$ cat src/rtl/tct_pkg.sv
package tct_pkg;
  localparam int PS_W = 4;

  typedef enum logic [1:0] {
    A_CTRL  = 2'd0,
    A_LIMIT = 2'd1,
    A_EVENT = 2'd2,
    A_COUNT = 2'd3
  } tct_addr_e;

  // bits [7:4] divide select, [1] interrupt enable, [0] auto-restart
  typedef struct packed {
    logic [PS_W-1:0] psel;
    logic [1:0]      rsvd;
    logic            irq_en;
    logic            restart;
  } tct_ctrl_t;
endpackage

$ cat src/rtl/tct_prescale.sv
module tct_prescale #(
  parameter int PS_MAX = 9,
  parameter int PS_W   = 4
) (
  input  logic            clk,
  input  logic            rst,
  input  logic            run,
  input  logic            clr,
  input  logic [PS_W-1:0] psel_cfg,
  output logic            tick
);
  localparam int PH_W = (PS_MAX < 1) ? 1 : PS_MAX;

  logic [PS_W-1:0] act_q, cfg_sat;
  logic [PH_W-1:0] phase_q, mask;

  assign cfg_sat = (psel_cfg > PS_W'(PS_MAX)) ? PS_W'(PS_MAX) : psel_cfg;
  assign mask    = ~({PH_W{1'b1}} << act_q);
  assign tick    = run && (phase_q == mask);

  always_ff @(posedge clk) begin
    if (rst) begin
      act_q   <= '0;
      phase_q <= '0;
    end else if (clr) begin
      act_q   <= cfg_sat;
      phase_q <= '0;
    end else if (tick) begin
      act_q   <= cfg_sat;
      phase_q <= '0;
    end else if (run) begin
      phase_q <= phase_q + 1'b1;
    end
  end
endmodule

$ cat src/rtl/tct_counter.sv
module tct_counter #(
  parameter int CNT_W = 32
) (
  input  logic             clk,
  input  logic             rst,
  input  logic             tick,
  input  logic             clr,
  input  logic             restart,
  input  logic [CNT_W-1:0] limit,
  output logic [CNT_W-1:0] count_o,
  output logic             match_o
);
  logic [CNT_W-1:0] cnt_q, nxt;

  assign nxt     = cnt_q + 1'b1;
  assign match_o = tick && !clr && (nxt == limit);
  assign count_o = cnt_q;

  always_ff @(posedge clk) begin
    if (rst || clr)
      cnt_q <= '0;
    else if (tick)
      cnt_q <= (match_o && restart) ? '0 : nxt;
  end
endmodule

$ cat src/rtl/tct_regs.sv
module tct_regs
  import tct_pkg::*;
#(
  parameter int CNT_W  = 32,
  parameter int DATA_W = 32
) (
  input  logic              clk,
  input  logic              rst,
  input  logic              wr_en,
  input  logic [1:0]        wr_addr,
  input  logic [DATA_W-1:0] wr_data,
  input  logic              rd_en,
  input  logic [1:0]        rd_addr,
  input  logic              match,
  input  logic [CNT_W-1:0]  count,
  output tct_ctrl_t         ctrl_o,
  output logic [CNT_W-1:0]  limit_o,
  output logic              event_o,
  output logic              irq_o,
  output logic [DATA_W-1:0] rd_data_o
);
  tct_ctrl_t        ctrl_q;
  logic [CNT_W-1:0] limit_q;
  logic             event_q, irq_q, evt_wipe;
  logic [DATA_W-1:0] rd_q;

  assign evt_wipe = wr_en && (tct_addr_e'(wr_addr) == A_EVENT) && (wr_data == '0);

  always_ff @(posedge clk) begin
    if (rst) begin
      ctrl_q  <= '0;
      limit_q <= '0;
    end else if (wr_en) begin
      case (tct_addr_e'(wr_addr))
        A_CTRL: begin
          ctrl_q      <= tct_ctrl_t'(wr_data[7:0]);
          ctrl_q.rsvd <= '0;
        end
        A_LIMIT: limit_q <= wr_data[CNT_W-1:0];
        default: ;
      endcase
    end
  end

  // a match outranks a same-cycle wipe so no event is lost
  always_ff @(posedge clk) begin
    if (rst)           event_q <= 1'b0;
    else if (match)    event_q <= 1'b1;
    else if (evt_wipe) event_q <= 1'b0;
  end

  always_ff @(posedge clk) begin
    if (rst) irq_q <= 1'b0;
    else     irq_q <= event_q && ctrl_q.irq_en;
  end

  always_ff @(posedge clk) begin
    if (rst) rd_q <= '0;
    else if (rd_en) begin
      case (tct_addr_e'(rd_addr))
        A_CTRL:  rd_q <= DATA_W'(ctrl_q);
        A_LIMIT: rd_q <= DATA_W'(limit_q);
        A_EVENT: rd_q <= DATA_W'(event_q);
        default: rd_q <= DATA_W'(count);
      endcase
    end
  end

  assign ctrl_o    = ctrl_q;
  assign limit_o   = limit_q;
  assign event_o   = event_q;
  assign irq_o     = irq_q;
  assign rd_data_o = rd_q;
endmodule

$ cat src/rtl/tick_cmp_timer.sv
module tick_cmp_timer
  import tct_pkg::*;
#(
  parameter int CNT_W  = 32,
  parameter int DATA_W = 32,
  parameter int PS_MAX = 9
) (
  input  logic              clk,
  input  logic              rst,
  input  logic              start_i,
  input  logic              stop_i,
  input  logic              clear_i,
  input  logic              wr_en_i,
  input  logic [1:0]        wr_addr_i,
  input  logic [DATA_W-1:0] wr_data_i,
  input  logic              rd_en_i,
  input  logic [1:0]        rd_addr_i,
  output logic [DATA_W-1:0] rd_data_o,
  output logic              irq_o
);
  tct_ctrl_t        ctrl;
  logic [CNT_W-1:0] limit, count;
  logic             run_q, tick, match, event_f, sc_en, ie_en;

  assign sc_en = ctrl.restart;
  assign ie_en = ctrl.irq_en;

  always_ff @(posedge clk) begin
    if (rst || stop_i) run_q <= 1'b0;
    else if (start_i)  run_q <= 1'b1;
  end

  tct_prescale #(.PS_MAX(PS_MAX), .PS_W(PS_W)) u_ps (
    .clk(clk), .rst(rst), .run(run_q), .clr(clear_i),
    .psel_cfg(ctrl.psel), .tick(tick)
  );

  tct_counter #(.CNT_W(CNT_W)) u_cnt (
    .clk(clk), .rst(rst), .tick(tick), .clr(clear_i), .restart(sc_en),
    .limit(limit), .count_o(count), .match_o(match)
  );

  tct_regs #(.CNT_W(CNT_W), .DATA_W(DATA_W)) u_regs (
    .clk(clk), .rst(rst), .wr_en(wr_en_i), .wr_addr(wr_addr_i),
    .wr_data(wr_data_i), .rd_en(rd_en_i), .rd_addr(rd_addr_i),
    .match(match), .count(count), .ctrl_o(ctrl), .limit_o(limit),
    .event_o(event_f), .irq_o(irq_o), .rd_data_o(rd_data_o)
  );
endmodule

$ cat config.mk
export PLATFORM = sky130hd
export DESIGN_NAME = tick_cmp_timer
export DESIGN_NICKNAME = d
export VERILOG_FILES = /design/src/rtl/tct_pkg.sv /design/src/rtl/tct_prescale.sv /design/src/rtl/tct_counter.sv /design/src/rtl/tct_regs.sv /design/src/rtl/tick_cmp_timer.sv
export SDC_FILE = /design/constraint.sdc
export NUM_CORES = 1
export LEC_CHECK = 0
export ABC_AREA = 1
export BUFFER_PORTS_ARGS = -buffer_cell sky130_fd_sc_hd__buf_2
export CORE_MARGIN = 4
export CORE_UTILIZATION = 35
export DETAILED_ROUTE_END_ITERATION = 6
export PLACE_DENSITY = 0.62
export SETUP_SLACK_MARGIN = 0.1
export SKIP_LAST_GASP = 1
export SYNTH_ARGS = -nofsm -noshare
export SYNTH_HDL_FRONTEND = slang
export SYNTH_SLANG_ARGS = --single-unit
export TNS_END_PERCENT = 100
$ cat constraint.sdc
create_clock -name clk -period 2.2 [get_ports clk]
set_clock_uncertainty 0.15 [all_clocks]
set_input_delay 0.11 -clock clk [delete_from_list [all_inputs] [get_ports clk]]
set_output_delay 0.11 -clock clk [all_outputs]
set_load 0.005 [all_outputs]
### Word-level counts from Yosys, hierarchy flattened

Index checks and enable logic that the tools add are counted.

* bits in registers: 118
* bits in latches: 0
* bits in writable memories: 0
* bits in read-only memories: 0
* input bits: 43
* output and inout bits: 33
* logic and storage cells: 47
* memories: 0

* $add $sub $neg: 2
* multipliers: 0
* div/mod/pow operators: 0
* order comparisons: 1
* equal/unequal tests: 6
* shift-type cells: 1
* muxes and demuxes: 7
* bitwise logic cells: 1
* reduce and logical (&&, ||, !) cells: 18

Operators by type and width (count)
* $pmux W32 S3: 1
* $add A32 B1 Y32 const B: 1
* $eq A32 B32 Y1: 1
* $logic_not A32 Y1: 1
* $mux W32: 1
* $mux W4: 3
* $add A9 B1 Y9 const B: 1
* $eq A9 B9 Y1: 1
* $not A9 Y9: 1
* $shl A9 B4 Y9 const A: 1
* $logic_and A1 B1 Y1: 7
* $eq A2 B1 Y1 const B: 2
* $eq A2 B2 Y1 const B: 2
* $gt A4 B4 Y1 const B: 1
* $logic_not A2 Y1: 2
* $reduce_and A2 Y1: 2
* $reduce_bool A2 Y1: 2
* $reduce_or A3 Y1: 1
* $logic_or A1 B1 Y1: 2
* $mux W1: 2
* $logic_not A1 Y1: 1

### Depth between registers and ports, before layout

Gate-level depths: netlist of the first run.

* depth in word-level cells: 8
* mapped depth: 19
* gate-level depth less buffers: 18

### By module

From an unflattened synthesis of the first run, not the netlist that was laid out.

* cell total of the unflattened synthesis: 1197
* area total of the unflattened synthesis: 7260.7 um^2

Modules (own cells, without submodules)
* tct_counter: instances 1, cells an instance 609, area an instance 3195.6 um^2, sequential area each 640.6 um^2
* tct_regs: instances 1, cells an instance 443, area an instance 3154.3 um^2, sequential area each 1441.4 um^2
* tct_prescale: instances 1, cells an instance 139, area an instance 872.1 um^2, sequential area each 260.2 um^2
* tick_cmp_timer: instances 1, cells an instance 6, area an instance 38.8 um^2, sequential area each 20.0 um^2

### Worst setup path before layout of the first run

OpenSTA, ideal clock, no wires.

* path type: register to register
* start: register u_cnt.cnt_q[0] (netlist: u_cnt.count_o[0])
* end: register u_cnt.cnt_q[10] (netlist: u_cnt.count_o[10])
* setup time: 0.113 ns
* arrival: 2.124 ns
* required time: 1.937 ns
* slack: -0.187 ns
* cell stages (with the launch flop): 20
* buffers on the path: 1
* period minus slack after synthesis: 2.387 ns
* cells stage by stage: dfxtp_1 -> ha_1 -> nand2_2 -> nor2_4 -> nand2_2 -> nor2_4 -> nand2_1 -> nand2_1 -> nand2_1 -> nand2_1 -> nand2_1 -> inv_2 -> nand2_1 -> nor2_1 -> nand2_1 -> nor2_4 -> nand3_4 -> buf_6 -> nand3_2 -> nand2_1

* longest elaborated chain between the ends: 5

Ends and longest elaborated chain
* start, declared: line tct_counter.sv:13 `logic [CNT_W-1:0] cnt_q, nxt;`
* start signal, assigned: line tct_counter.sv:23 `cnt_q <= (match_o && restart) ? '0 : nxt;`
* $add A32 B1 Y32 (*): line tct_counter.sv:15 `assign nxt = cnt_q + 1'b1;`
* $eq A32 B32 Y1: line tct_counter.sv:16 `assign match_o = tick && !clr && (nxt == limit);`
* $logic_and A1 B1 Y1: line tct_counter.sv:16
* $logic_and A1 B1 Y1: line tct_counter.sv:23
* $mux W32 (*): line tct_counter.sv:23

Every way passes the cells marked *; elsewhere a longest branch is shown, timed or not.
A chain may end at the register's enable or synchronous reset.

### Worst setup path after layout of the first run

* start: register u_cnt.cnt_q[1] (netlist: u_cnt.count_o[1])
* end: register u_cnt.cnt_q[22] (netlist: u_cnt.count_o[22])

The elaborated chain is that of the path after synthesis.

==> results_dict.tcl, run 1 <==
set metrics [dict create \
    num-fill-cells 1866 \
    failed_checks "setup timing" \
    rows 50 \
    clkLatencyLatePin_ns 0.43 \
    hold_slack_ns 0.0354 \
    clock_path_buffers 2 \
    grt_max_degree 63 \
    grt_remaining_overflow 0 \
    finalSetupViolCount 33 \
    cts.sinks 118 \
    setup_ws_ns -0.394 \
    status "complete, but fails checks" \
    ys.flop_type "dfxtp_1" \
    dieWidth_um 148 \
    synth_seq_cells 118 \
    coreArea_um2 19000 \
    rsz0062_at_grt "true" \
    grt_pass1_wl_mm 39.1 \
    cts_made_buffers 17 \
    syn_to_final_growth_pct 47.3 \
    hold_violations 0 \
    drcViolationCount 0 \
    maxCapViolCount 0 \
    slowest_stage "dfxtp_4" \
    vias_per_cell 4.93 \
    cts.clk_slew.worst_paths_ns 0.06 \
    timing.final.crit_period_ns 2.59 \
    setup.worst_path.end_class "flip-flop" \
    synth_cell_types 40 \
    syn_area_um2 6840 \
    cp-start-kind "flip-flop" \
    synth_compound_area_share_pct 13.5 \
    vias 7945 \
    worstSetupPathType "flip-flop to flip-flop" \
    die_area_um2 21800 \
    cp.arrival_ns 2.77 \
    gp_congestion 0.958 \
    cts_tree "yes" \
    path_cells "ha_4 -> nand2_4 -> nor2_4 -> nand2_2 -> nor2_4 -> buf_6 -> nand2_4 -> nand3_2 -> nand2_2 -> nor2_2 -> nand2_1 -> nor2_1 -> nand2_1 -> nor2_4 -> nand3_4 -> buf_12 -> nand3_2 -> nand2_1" \
    dp_hpwl_mm 17.4 \
    fin_crit_sh_pct 118 \
    synth_top_family_by_area "simple AND/OR/NAND/NOR gates" \
    synth_cells 1086 \
    clockRootBuffer "clkbuf_16" \
    htreeDepth 4 \
    layout_commonest_cell "nand2_1" \
    wl_mm 24.3 \
    clock.fmax_ghz 0.385 \
    initial_core_util_pct 36.1 \
    async_flop_share_pct 0 \
    die_h_um 148 \
    worst_path_largest_cell_delay_ns 0.38 \
    drtAntennaViolNets 0 \
    synth-xor-area-share_pct 1.10 \
    fin_nets 1385 \
    tightest_slew_ns 0.551 \
    insertedDiodeCount 0 \
    cp_num_buf_inv 2 \
    hp-class "primary input to flip-flop" \
    drt-initial-drc-count 525 \
    antenna_found_initial 0 \
    final-max-slew-violation-count 0 \
    synth_edf_count 0 \
    io_pins 76 \
    r2r_setup_slack_ns -0.39 \
    p_leak_nw 4.81 \
    grt_pass1_vias 7722 \
    seq_area_frac_synth_pct 34.6 \
    syn_area_per_cell_um2 6.29 \
    synth-adder-area-share_pct 0.366 \
    ys_warn_count 0 \
    synth.mux.area_fraction_pct 0.146 \
    critPathRequiredTime_ns 2.37 \
    crit_family "simple AND/OR/NAND/NOR gates" \
    synth_nets 1131 \
    slew_headroom_pct 63.0 \
    drt_first_pass_iters 7 \
    layout-drive-gt1-share_pct 29.7 \
    synthSimpleGateAreaFrac_pct 40.3 \
    ir_worst_vdd_uv 540 \
    wl_per_cell_um 15.1 \
    io_buffers 75 \
    critPathMaxFanout 8 \
    powerDensity_nw_per_um2 574 \
    layout_common_cells "nand2_1, buf_4, inv_1, nor2_1, dfxtp_1" \
    setup-tns-final_ns -11.69 \
    track_usage_pct 22.4 \
]
-- registers in the layout, indices dropped and copies added (netlist names) --
name / flops
u_regs.irq_o: 1
u_regs.event_o: 1
u_regs.ctrl_o: 6
u_regs.rd_data_o: 32
u_regs.limit_o: 32
u_ps.act_q: 4
u_ps.phase_q: 9
u_cnt.count_o: 32
run_q: 1
-- timing repair --
| item | in CTS | in global routing |
|---|---|---|
| gates cloned | 0 | 2 |
| endpoints found under the setup margin | 43 | 45 |
| pin swaps | 17 | 27 |
| hold endpoints to repair | 44 | 0 |
| buffers inserted | 16 | 6 |
| resized for setup | 35 | 72 |
| hold buffers | 41 | 0 |
-- metal layers --
metal,track usage (%),routed length [um],part of all wire [%]
met5,0,0,0
met1,28.8,11200,46
met3,3.31,1090,4.5
met2,38.0,11600,47
met4,8.34,546,2.2
-- metrics by stage --
| step | power (mW) | utilization (%) | setup slack (ns) | instance area (um^2) | std cells |
|---|---|---|---|---|---|
| 2_1_floorplan | 2.60 | - | -0.0423 | 6910 | 1086 |
| 3_3_place_gp | 2.84 | 45.0 | -0.392 | 8530 | 1516 |
| 3_5_place_dp | 2.85 | 45.0 | -0.349 | 8530 | 1516 |
| 4_1_cts | 5.79 | 51.6 | -0.292 | 9780 | 1604 |
| 5_1_grt | 6.00 | 53.1 | -0.518 | 10100 | 1612 |
| 6_report | 5.78 | 53.1 | -0.394 | 10100 | 1612 |
-- final cells by class --
cell class / instances / area [um^2] / share of cell area [%]
Clock buffer: 24 / 513 / 5.09
Clock inverter: 7 / 91.3 / 0.907
Inverter: 139 / 524 / 5.21
Multi-Input combinational cell: 792 / 4150 / 41.2
Sequential cell: 118 / 2390 / 23.8
Tap cell: 260 / 325 / 3.23
Timing Repair Buffer: 272 / 2070 / 20.6
-- power by group --
group	switching, mW	internal, mW
clock	1.04	1.84
combinational	0.373	0.267
sequential	0.0525	2.21
total	1.47	4.32
-- synthesized netlist by cell type, types with 4 or more instances --
master    count  share of area, %
nand3b_1      6              0.66
clkbuf_1     31               1.7
nand2_2       4              0.37
nor3_1        6              0.44
xor2_1        5              0.64
o221ai_1     26               3.3
nor4_1        7              0.64
nand2_1     323                18
nand3_2      13               1.9
nor2_2        5              0.46
a21oi_1      45               3.3
nor2_1      134               7.4
inv_1       133               7.3
o21ai_0      78               5.7
nor2_4        7               1.2
dfxtp_1     118                35
nand4_1       4              0.37
nand3_1     103               7.5
-- worst paths after layout --
| kind | end | cells after the start | from |
|---|---|---|---|
| max | u_cnt.count_o[22] | 18 | u_cnt.count_o[1] |
| min | u_regs.ctrl_o[7] | 5 | wr_addr_i[1] |
| max reg2reg | u_cnt.count_o[22] | 18 | u_cnt.count_o[1] |
| min reg2reg | u_cnt.count_o[31] | 2 | u_cnt.count_o[31] |
-- cells by family after synthesis --
kind of cell	after synthesis
flops	118
xor+xnor	7
simple gates	621
compound gates	161
fa+ha+maj	2
buf+inv	176
mux	1
-- tightest hold or removal path, stage by stage --
cell     delay [ns]
buf_2          0.09
nor3_1         0.04
buf_4          0.15
inv_1          0.10
a21oi_1        0.07
No activity file was read; power rests on OpenSTA's default activity.
==> run 2, diff against run 1 <==
- PLACE_DENSITY: 0.62 -> unset
- SKIP_LAST_GASP: 1 -> unset
==> run 2 against run 1 <==
  * The flow still finishes with violations (setup timing)
  * Clock-buffer cell count fell by 6
  * Highest routed layer unchanged
  * Clock power fell by 6%
  * Worst setup slack gained 0.065 ns
  * Total power shrank 3.3%
  * Via count is 1.2% lower
  * Die area unchanged
  * Largest cell class unchanged
  * Critical path type unchanged
  * Sequential share of layout area shrank 0.11 points
==> results_dict.tcl, run 2 (synthesis results as in run 1) <==
set metrics [dict create \
    status "complete, but fails checks" \
    failed_checks "setup timing" \
    whs_path_depth 5 \
    vias_per_cell 4.88 \
    io_buffers 75 \
    finish.instance_area_um2 10100 \
    initial_core_util_pct 36.1 \
    antenna_found_initial 0 \
    finalPower_mw 5.59 \
    cts_made_buffers 17 \
    grt_max_degree 63 \
    placed_area_um2 8510 \
    hp-start "clear_i" \
    layout_commonest_cell "nand2_1" \
    p_leak_nw 4.72 \
    cts.clk_slew.worst_paths_ns 0.06 \
    cts.sinks 118 \
    cts_tree "yes" \
    hold_violations 0 \
    track_usage_pct 21.8 \
    powerDensity_nw_per_um2 553 \
    grt_pass1_wl_mm 37.8 \
    clockRootBuffer "clkbuf_16" \
    critPathRequiredTime_ns 2.37 \
    drt-initial-drc-count 485 \
    drtAntennaViolNets 0 \
    multi_input_area_um2 4250 \
    die_h_um 148 \
    seqPwrFrac_pct 40.4 \
    clock_path_buffers 2 \
    insertedDiodeCount 0 \
    switchingPower_mw 1.54 \
    register_area_um2 2390 \
    reg2reg_depth 18 \
    layout_common_cells "nand2_1, buf_4, inv_1, nor2_1, dfxtp_1" \
    die_area_um2 21800 \
    io_pins 76 \
    fin_crit_sh_pct 115 \
    clock.fmax_ghz 0.395 \
    place_ws_ns -0.375 \
    tightest_slew_ns 0.500 \
    gp_congestion 0.965 \
    grt_remaining_overflow 0 \
    dp_hpwl_mm 17.2 \
    drcViolationCount 0 \
    num-fill-cells 1861 \
    dieWidth_um 148 \
    coreArea_um2 19000 \
    maxCapViolCount 0 \
    internal-power_mw 4.05 \
    timing.final.crit_period_ns 2.53 \
    grt_pass1_vias 7429 \
    worstSetupPathType "flip-flop to flip-flop" \
    p_comb_share_pct 11.3 \
    reg2reg_from "u_cnt.count_o[1]" \
    critPathMaxFanout 7 \
    cp-start-kind "flip-flop" \
    fin_nets 1380 \
    setup_ws_ns -0.329 \
    swShare_pct 27.6 \
    final-max-slew-violation-count 0 \
    rows 50 \
    syn_to_final_growth_pct 48.0 \
    setup.worst_path.end_class "flip-flop" \
    clockPowerShare_pct 48.4 \
    cp.arrival_ns 2.70 \
    finalSetupViolCount 33 \
    layout-drive-gt1-share_pct 30.9 \
    hold_end "u_cnt.count_o[10]" \
    clkLatencyLatePin_ns 0.43 \
    htreeDepth 4 \
    rsz0062_at_grt "true" \
    ir_worst_vdd_uv 523 \
    r2r_setup_slack_ns -0.33 \
    wl_mm 24.1 \
    vias 7852 \
    wl_per_cell_um 15.0 \
    drt_first_pass_iters 6 \
    slew_headroom_pct 66.4 \
    r2r-end "u_cnt.count_o[6]" \
    hp-class "primary input to flip-flop" \
]
run 2: what timing repair did:
action | 4_1_cts | 5_1_grt
hold buffers | 40 | 0
endpoints found under the setup margin | 37 | 48
buffers inserted | 13 | 5
resized for setup | 59 | 76
pin swaps | 3 | 15
hold endpoints to repair | 46 | 0
gates cloned | 1 | 1
run 2: power groups by stage:
stage / clock, mW / combinational [mW] / sequential (mW)
2_1_floorplan: 0 / 0.310 / 2.29
3_3_place_gp: 0 / 0.535 / 2.30
3_5_place_dp: 0 / 0.538 / 2.30
4_1_cts: 2.74 / 0.612 / 2.26
5_1_grt: 2.84 / 0.701 / 2.27
6_report: 2.70 / 0.630 / 2.26
run 2: worst max-delay path: stages (launching register included):
cell and delay (ns):
dfxtp_4 0.37, ha_4 0.16, nand2_4 0.06, nor2_4 0.13, buf_12 0.13, nand2_8 0.08, nor2_8 0.19, nand2_2 0.07
nand2_2 0.08, nand2_2 0.06, nand2_2 0.08, nand2_4 0.06, nor2_2 0.09, nand2_1 0.07, nor2_2 0.14, nand4_4 0.15
clkbuf_16 0.22, nand3_2 0.06, nand2_1 0.05
run 2: per-layer routing:
| layer | wire length [um] | up-vias | GRT usage [%] |
|---|---|---|---|
| met4 | 505 | 0 | 6.80 |
| met1 | 11200 | 3620 | 28.7 |
| met3 | 1150 | 35 | 4.29 |
| met5 | 0 | - | 0 |
| met2 | 11300 | 186 | 36.0 |
| li1 | - | 4011 | - |
run 2: worst max-delay path by stage:
stage                      start           endpoint  slack, ns  depth (start not counted)
6_report        u_cnt.count_o[1]   u_cnt.count_o[6]      -0.33                         18
5_1_grt         u_cnt.count_o[0]  u_cnt.count_o[29]      -0.47                         18
4_1_cts         u_cnt.count_o[1]  u_cnt.count_o[12]      -0.28                         18
3_5_place_dp   u_cnt.count_o[10]   u_cnt.count_o[2]      -0.38                         15
3_3_place_gp   u_cnt.count_o[10]   u_cnt.count_o[4]      -0.36                         15
2_1_floorplan   u_cnt.count_o[0]  u_cnt.count_o[10]      -0.04                         19
run 2: final cells by class:
cell class / count / area share (%)
Multi-Input combinational cell: 792 / 42.0
Timing Repair Buffer: 267 / 20.3
Sequential cell: 118 / 23.7
Tap cell: 260 / 3.22
Inverter: 139 / 5.21
Clock buffer: 18 / 4.34
Clock inverter: 14 / 1.27
run 2: through the flow:
stage               util [%]  cells  TNS, ns  hold slack [ns]
floorplan                  -   1086   -0.475           0.0368
global placement        44.9   1516   -10.66            0.123
detailed placement      44.9   1516   -11.45            0.125
CTS                     51.7   1602    -8.34           0.0212
global route            53.4   1608   -14.59           0.0445
finish                  53.4   1608    -9.95           0.0361
